File: src/rtl/lvl_irq_pkg.sv
// Package: shared limits for the level-prioritized interrupt controller.
// Assumes no configuration exceeds 32 interrupts or 7 levels.
package lvl_irq_pkg;
    localparam int MAX_IRQ = 32;
    localparam int MAX_LVL = 7;
    localparam int MAP_W   = 5;   // width of one pin routing entry

    // Number of bits needed to code levels 0..n_lvl.
    function automatic int lvl_width(input int n_lvl);
        return (n_lvl < 2) ? 1 : $clog2(n_lvl + 1);
    endfunction
endpackage

File: src/rtl/lvl_irq_sync.sv
// Module: two-stage synchronizer for a vector of asynchronous inputs.
// Assumes each bit is an independent slow level; no bus coherency is implied.
module lvl_irq_sync #(
    parameter int W = 8
) (
    input  logic         clk,
    input  logic         rst_n,
    input  logic [W-1:0] async_i,
    output logic [W-1:0] sync_o
);
    logic [W-1:0] stage1_q;
    logic [W-1:0] stage2_q;

    // Capture the raw inputs, then resample once to settle metastability.
    always_ff @(posedge clk) begin
        if (!rst_n) begin
            stage1_q <= '0;
            stage2_q <= '0;
        end else begin
            stage1_q <= async_i;
            stage2_q <= stage1_q;
        end
    end

    assign sync_o = stage2_q;
endmodule

File: src/rtl/lvl_irq_pending.sv
// Module: pending register with per-bit latching rules.
// Level-type bits follow the synchronized input. Edge-type bits set on a
// rising edge and clear only through write-one-to-clear; a new edge beats a clear.
module lvl_irq_pending #(
    parameter int               N_IRQ     = 8,
    parameter logic [N_IRQ-1:0] EDGE_TYPE = '0
) (
    input  logic             clk,
    input  logic             rst_n,
    input  logic [N_IRQ-1:0] sync_i,
    input  logic             clr_we,
    input  logic [N_IRQ-1:0] clr_wdata,
    output logic [N_IRQ-1:0] pend_o
);
    logic [N_IRQ-1:0] prev_q;
    logic [N_IRQ-1:0] pend_q;
    logic [N_IRQ-1:0] rise;
    logic [N_IRQ-1:0] clr_hit;
    logic [N_IRQ-1:0] pend_d;

    assign rise    = sync_i & ~prev_q;
    assign clr_hit = clr_we ? clr_wdata : '0;

    // Next pending value per bit, chosen by its configured type.
    always_comb begin
        for (int i = 0; i < N_IRQ; i++) begin
            if (EDGE_TYPE[i]) pend_d[i] = rise[i] | (pend_q[i] & ~clr_hit[i]);
            else              pend_d[i] = sync_i[i];
        end
    end

    // Hold the previous synchronized value and the pending bits.
    always_ff @(posedge clk) begin
        if (!rst_n) begin
            prev_q <= '0;
            pend_q <= '0;
        end else begin
            prev_q <= sync_i;
            pend_q <= pend_d;
        end
    end

    assign pend_o = pend_q;

    // Per-bit checks for the edge-type latching rules.
    for (genvar g = 0; g < N_IRQ; g++) begin : g_chk
        if (EDGE_TYPE[g]) begin : g_edge
            AST_EDGE_SETS: assert property (@(posedge clk) disable iff (!rst_n)
                rise[g] |=> pend_q[g]);
            AST_EDGE_HOLDS: assert property (@(posedge clk) disable iff (!rst_n)
                (pend_q[g] && !clr_hit[g]) |=> pend_q[g]);
            AST_CLR_WORKS: assert property (@(posedge clk) disable iff (!rst_n)
                (clr_hit[g] && !rise[g]) |=> !pend_q[g]);
        end
    end
endmodule

File: src/rtl/lvl_irq_resolve.sv
// Module: level resolver. Masks pending with enable, scans levels from the top
// down above the current level, and registers the winning level and request.
// Assumes LVL_MASK holds N_LVL groups of N_IRQ bits, level 1 in the low slice.
module lvl_irq_resolve #(
    parameter int                     N_IRQ    = 8,
    parameter int                     N_LVL    = 3,
    parameter int                     LW       = 2,
    parameter logic [N_LVL*N_IRQ-1:0] LVL_MASK = '0
) (
    input  logic             clk,
    input  logic             rst_n,
    input  logic [N_IRQ-1:0] pend_i,
    input  logic [N_IRQ-1:0] en_i,
    input  logic [LW-1:0]    cur_i,
    output logic [LW-1:0]    lvl_o,
    output logic             req_o
);
    logic [N_IRQ-1:0] active;
    logic [LW-1:0]    best;
    logic             found;
    logic [LW-1:0]    lvl_q;
    logic             req_q;

    assign active = pend_i & en_i;

    // Walk levels top down; the first eligible level with an active member wins.
    always_comb begin
        best  = '0;
        found = 1'b0;
        for (int k = N_LVL; k >= 1; k--) begin
            if (!found && (LW'(k) > cur_i) &&
                (|(active & LVL_MASK[(k-1)*N_IRQ +: N_IRQ]))) begin
                best  = LW'(k);
                found = 1'b1;
            end
        end
    end

    // Register the decision so outputs change one edge after any input.
    always_ff @(posedge clk) begin
        if (!rst_n) begin
            lvl_q <= '0;
            req_q <= 1'b0;
        end else begin
            lvl_q <= best;
            req_q <= found;
        end
    end

    assign lvl_o = lvl_q;
    assign req_o = req_q;

    AST_IDLE_ZERO: assert property (@(posedge clk) disable iff (!rst_n)
        !req_q |-> (lvl_q == '0));
    AST_ABOVE_CUR: assert property (@(posedge clk) disable iff (!rst_n)
        found |=> (lvl_q > $past(cur_i)));
    AST_NONE_ACTIVE: assert property (@(posedge clk) disable iff (!rst_n)
        (active == '0) |=> !req_q);
endmodule

File: src/rtl/lvl_irq_ctrl.sv
// Module: top of the level-prioritized interrupt controller. Routes pins to
// interrupt numbers, synchronizes them, keeps the enable and current-level
// registers, and feeds the pending and resolver stages.
// Assumes N_IRQ <= 32 and N_LVL <= 7; routing entries at N_IRQ or above are unused.
module lvl_irq_ctrl
    import lvl_irq_pkg::*;
#(
    parameter int                        N_IRQ     = 8,
    parameter int                        N_LVL     = 3,
    parameter int                        N_EXT     = 9,
    parameter logic [N_EXT*MAP_W-1:0]    EXT_MAP   = {5'd20, 5'd7, 5'd6, 5'd5, 5'd4,
                                                      5'd3, 5'd2, 5'd1, 5'd0},
    parameter logic [N_IRQ-1:0]          EDGE_TYPE = 8'hAA,
    parameter logic [N_LVL*N_IRQ-1:0]    LVL_MASK  = 24'hC0_38_07,
    localparam int                       LW        = lvl_width(N_LVL)
) (
    input  logic             clk,
    input  logic             rst_n,
    input  logic [N_EXT-1:0] ext_irq_i,
    input  logic             en_we,
    input  logic [N_IRQ-1:0] en_wdata,
    input  logic             lvl_we,
    input  logic [LW-1:0]    lvl_wdata,
    input  logic             clr_we,
    input  logic [N_IRQ-1:0] clr_wdata,
    output logic [N_IRQ-1:0] pending_o,
    output logic [LW-1:0]    irq_level_o,
    output logic             irq_req_o
);
    logic [N_IRQ-1:0] routed;
    logic [N_IRQ-1:0] synced;
    logic [N_IRQ-1:0] pend;
    logic [N_IRQ-1:0] en_q;
    logic [LW-1:0]    cur_q;

    // Fold each pin onto the interrupt its routing entry names; others drop out.
    always_comb begin
        routed = '0;
        for (int i = 0; i < N_IRQ; i++) begin
            for (int p = 0; p < N_EXT; p++) begin
                if (EXT_MAP[p*MAP_W +: MAP_W] == MAP_W'(i)) routed[i] = routed[i] | ext_irq_i[p];
            end
        end
    end

    // Software-written enable mask and current interrupt level.
    always_ff @(posedge clk) begin
        if (!rst_n) begin
            en_q  <= '0;
            cur_q <= '0;
        end else begin
            if (en_we)  en_q  <= en_wdata;
            if (lvl_we) cur_q <= lvl_wdata;
        end
    end

    lvl_irq_sync #(.W(N_IRQ)) u_sync (
        .clk     (clk),
        .rst_n   (rst_n),
        .async_i (routed),
        .sync_o  (synced)
    );

    lvl_irq_pending #(.N_IRQ(N_IRQ), .EDGE_TYPE(EDGE_TYPE)) u_pend (
        .clk       (clk),
        .rst_n     (rst_n),
        .sync_i    (synced),
        .clr_we    (clr_we),
        .clr_wdata (clr_wdata),
        .pend_o    (pend)
    );

    lvl_irq_resolve #(.N_IRQ(N_IRQ), .N_LVL(N_LVL), .LW(LW), .LVL_MASK(LVL_MASK)) u_res (
        .clk    (clk),
        .rst_n  (rst_n),
        .pend_i (pend),
        .en_i   (en_q),
        .cur_i  (cur_q),
        .lvl_o  (irq_level_o),
        .req_o  (irq_req_o)
    );

    assign pending_o = pend;

    AST_REQ_NEEDS_ENABLE: assert property (@(posedge clk) disable iff (!rst_n)
        ((pend & en_q) == '0) |=> !irq_req_o);
    AST_LEVEL_CLEARS: assert property (@(posedge clk) disable iff (!rst_n)
        $past(lvl_we) |-> (cur_q == $past(lvl_wdata)));
endmodule

File: config.mk
export PLATFORM = sky130hd
export DESIGN_NAME = lvl_irq_ctrl
export DESIGN_NICKNAME = d
export VERILOG_FILES = /design/src/rtl/lvl_irq_pkg.sv /design/src/rtl/lvl_irq_sync.sv /design/src/rtl/lvl_irq_pending.sv /design/src/rtl/lvl_irq_resolve.sv /design/src/rtl/lvl_irq_ctrl.sv
export SDC_FILE = /design/constraint.sdc
export NUM_CORES = 1
export LEC_CHECK = 0
export BUFFER_PORTS_ARGS = -buffer_cell sky130_fd_sc_hd__buf_2
export CORE_ASPECT_RATIO = 0.75
export CORE_MARGIN = 1.5
export CORE_UTILIZATION = 52
export CTS_BUF_LIST = sky130_fd_sc_hd__clkbuf_4 sky130_fd_sc_hd__clkbuf_8
export DETAILED_ROUTE_END_ITERATION = 8
export PLACE_DENSITY = 0.88
export SLEW_MARGIN = 40
export SYNTH_ARGS = -nofsm -noshare
export SYNTH_HDL_FRONTEND = slang
export SYNTH_HIERARCHICAL = 1
export SYNTH_SLANG_ARGS = --single-unit
File: constraint.sdc
create_clock -name clk -period 1.6 [get_ports clk]
set_input_delay 0.08 -clock clk [delete_from_list [all_inputs] [get_ports clk]]
set_output_delay 0.08 -clock clk [all_outputs]
set_load 0.02 [all_outputs]
==> flow_summary.toml <==
[outcome]
outcome = "completed"

[power]
p_comb_share_pct = 8.5
p_int_mw = 1.38
leakage_nw = 0.787
clock_power_share_pct = 29.2
seqPwrFrac_pct = 62.3
power.total_mw = 1.74
switching_power_mw = 0.368
ir_worst_vdd_mv = 0.626
power_density_mw_per_mm2 = 1040
switching_share_pct = 21.1

[worst_setup_path]
start_kind = "flop"
critical_path.top_delay_family = "compound AO/OA/AOI/OAI gates"
crit_path_cell_trace = "a222oi_1 > a21oi_1 > o31a_1"
cpPeakStageDelay_ns = 0.40
critPathKind = "reg -> reg"
regToRegStartpoint = "u_pend/pend_o[3]"
r2r_cells = 3
cp.arrival_ns = 1.53
path_buf_inv = 0
rrSetupSlack_ns = 0.30
r2r-end = "u_res/req_o"
end_kind = "flop"
cp.required_ns = 1.83
cpMaxStageDelayCell = "a222oi_1"
critPathMaxFanout = 3

[final_layout]
drive_gt1_share_pct = 36.0
fin_nets = 192
syn_to_final_growth_pct = 22.0
final_core_util_pct = 70.2
diodes = 0

[clock_tree]
clock-root-buffer = "clkbuf_4"
cts_buffers = 5
cts.sinks = 41
clkTransAtPathRegs_ns = 0.11
clk_latency_ns = 0.33
cts_tree = "done"
htreeDepth = 2
clockBufferDepth = 2
cts_repair_resize_count = 0

[hold_path]
min_path_type = "in -> reg"
holdPathEnd = "en_q[6]"
min_delay_path_depth = 3
hp-start = "en_wdata[6]"

[logic_synthesis]
ys_top_cells_by_area = "dfxtp_1 59%, mux2i_1 7.2%, and2_2 6.5%"
yosys_warnings = 6
synth_commonest_cells = "41 x dfxtp_1, 12 x and2_1, 12 x and2_2, 10 x mux2i_1, 10 x nor2b_1"
synth_seq_cells = 41
avgSynthCellArea_sq_um = 12.0
synth_fp_nets = 147
synth_top_area_share_pct = 59.4
ys_seq_area_share_pct = 59.4
synth_cell_types = 18
synthesis.area_sq_mm = 0.00138
async_flop_share_pct = 0
ys.flop_type = "dfxtp_1"
synthMostInstantiatedCell = "dfxtp_1"
synth_area_leader_cell = "dfxtp_1"
synth_cells = 115
synth_edf_count = 0

[detailed_routing]
routed_wl_um = 2180
wl_per_cell_um = 11.2
via_per_inst = 4.66
vias = 909
remaining_drc_errors = 0
firstDrtPassIters = 4
postRouteAntennaNets = 0
drt_iter0_markers = 26

[global_routing]
grt_max_degree = 46
antenna_found_initial = 0
grt_pass1_vias = 848
globalRouteTotalUtil_pct = 16.0
grt_pass1_wl_um = 3440
overflow = 0

[die]
die_h_um = 47.6
dieArea_sq_mm = 0.00298
io_pins = 43
row_count = 15
die_w_um = 62.5
start_util_pct = 57.5
coreArea_sq_mm = 0.00240

[timing]
slew_headroom_pct = 63.7
final.setup_skew_ns = 0.00754
worstMarginPinSlew_ns = 0.545
rsz0062_at_grt = "false"
setup_tns_ns = 0
finalSetupViolCount = 0
fin_crit_sh_pct = 81.4
min_period_ns = 1.30
finalHoldViolCount = 0
fin_hold_ws_ns = 0.0104
fmax_ghz = 0.768
drv_slew = 0

[placement]
portBuffers = 37
gp_congestion = 0.716

[job]
maxCapViolations = 0
[worst reg2reg max path, delay by kind of cell (launching register included)]
kind / cells / cell delay (ns)
compound gates: 3 / 0.85
flops: 1 / 0.35
[power groups by stage]
| stage | clock (mW) | sequential (mW) | combinational [mW] |
|---|---|---|---|
| after global placement | 0 | 1.11 | 0.130 |
| final | 0.509 | 1.09 | 0.149 |
| after detailed placement | 0 | 1.11 | 0.135 |
| after global routing | 0.574 | 1.09 | 0.163 |
| after CTS | 0.523 | 1.09 | 0.150 |
| after floorplan | 0 | 1.11 | 0.0789 |
[cells in the final DEF, fill, tap and decap left out, drive strengths merged]
cell type     n
clkbuf        8
a222oi        2
o21a          2
a22oi         1
nand2         4
nor2          1
dfxtp        41
nor2b        10
and3b         4
mux2i        10
dlygate4sd3   8
nor3          1
nor4b         1
a21oi         2
o31a          1
a31o          4
buf          37
and2         24
[flip-flops by register name (all words and copies together), names as in the netlist]
signal and cells:
u_res/lvl_o 2, u_res/req_o 1, en_q 8, u_pend/prev_q 8, u_pend/pend_o 4, u_sync/sync_o 8, cur_q 2, u_sync/stage1_q 8
[repair_timing]
| action | CTS | global route |
|---|---|---|
| setup endpoints to repair | 0 | 0 |
| hold endpoints to repair | 8 | 0 |
| hold buffers | 8 | 0 |
| setup buffers | 0 | 0 |
[through the flow]
stage | cell area (sq um) | worst slack (ns) | instances
floorplan | 1380 | 0.326 | 115
global placement | 1550 | 0.354 | 179
detailed placement | 1550 | 0.305 | 179
CTS | 1690 | 0.287 | 195
global route | 1690 | 0.242 | 195
finish | 1690 | 0.298 | 195
[per-layer routing]
| metal | wire (um) | GRT usage [%] |
|---|---|---|
| met2 | 995 | 28.2 |
| met1 | 1000 | 16.9 |
| met5 | 0 | 0 |
| met3 | 152 | 7.06 |
| met4 | 27 | 9.33 |
[worst max path at each step]
stage                                 from              to  cells past startpoint
after CTS                 u_pend/pend_o[3]     u_res/req_o                      3
after global routing      u_pend/pend_o[3]  u_res/lvl_o[0]                      3
after floorplan           u_pend/prev_q[4]     u_res/req_o                      4
final                     u_pend/pend_o[3]     u_res/req_o                      3
after detailed placement  u_pend/pend_o[3]     u_res/req_o                      3
after global placement    u_pend/pend_o[3]     u_res/req_o                      3
[cell families after synthesis]
kind of cell,Yosys count,share of synthesized area (%)
AND/OR/NAND/NOR,45,21.4
AO/OA/AOI/OAI,12,7.34
buffers and inverters,7,4.62
multiplexers,10,7.25
flip-flops,41,59.4
[area by class of cell]
| cell class | instances | area (sq um) |
|---|---|---|
| Clock buffer | 8 | 60.1 |
| Fill cell | 193 | 717 |
| Sequential cell | 41 | 821 |
| Tap cell | 34 | 42.5 |
| Multi-Input combinational cell | 67 | 497 |
| Timing Repair Buffer | 45 | 265 |
No activity file was read; power rests on OpenSTA's default activity.
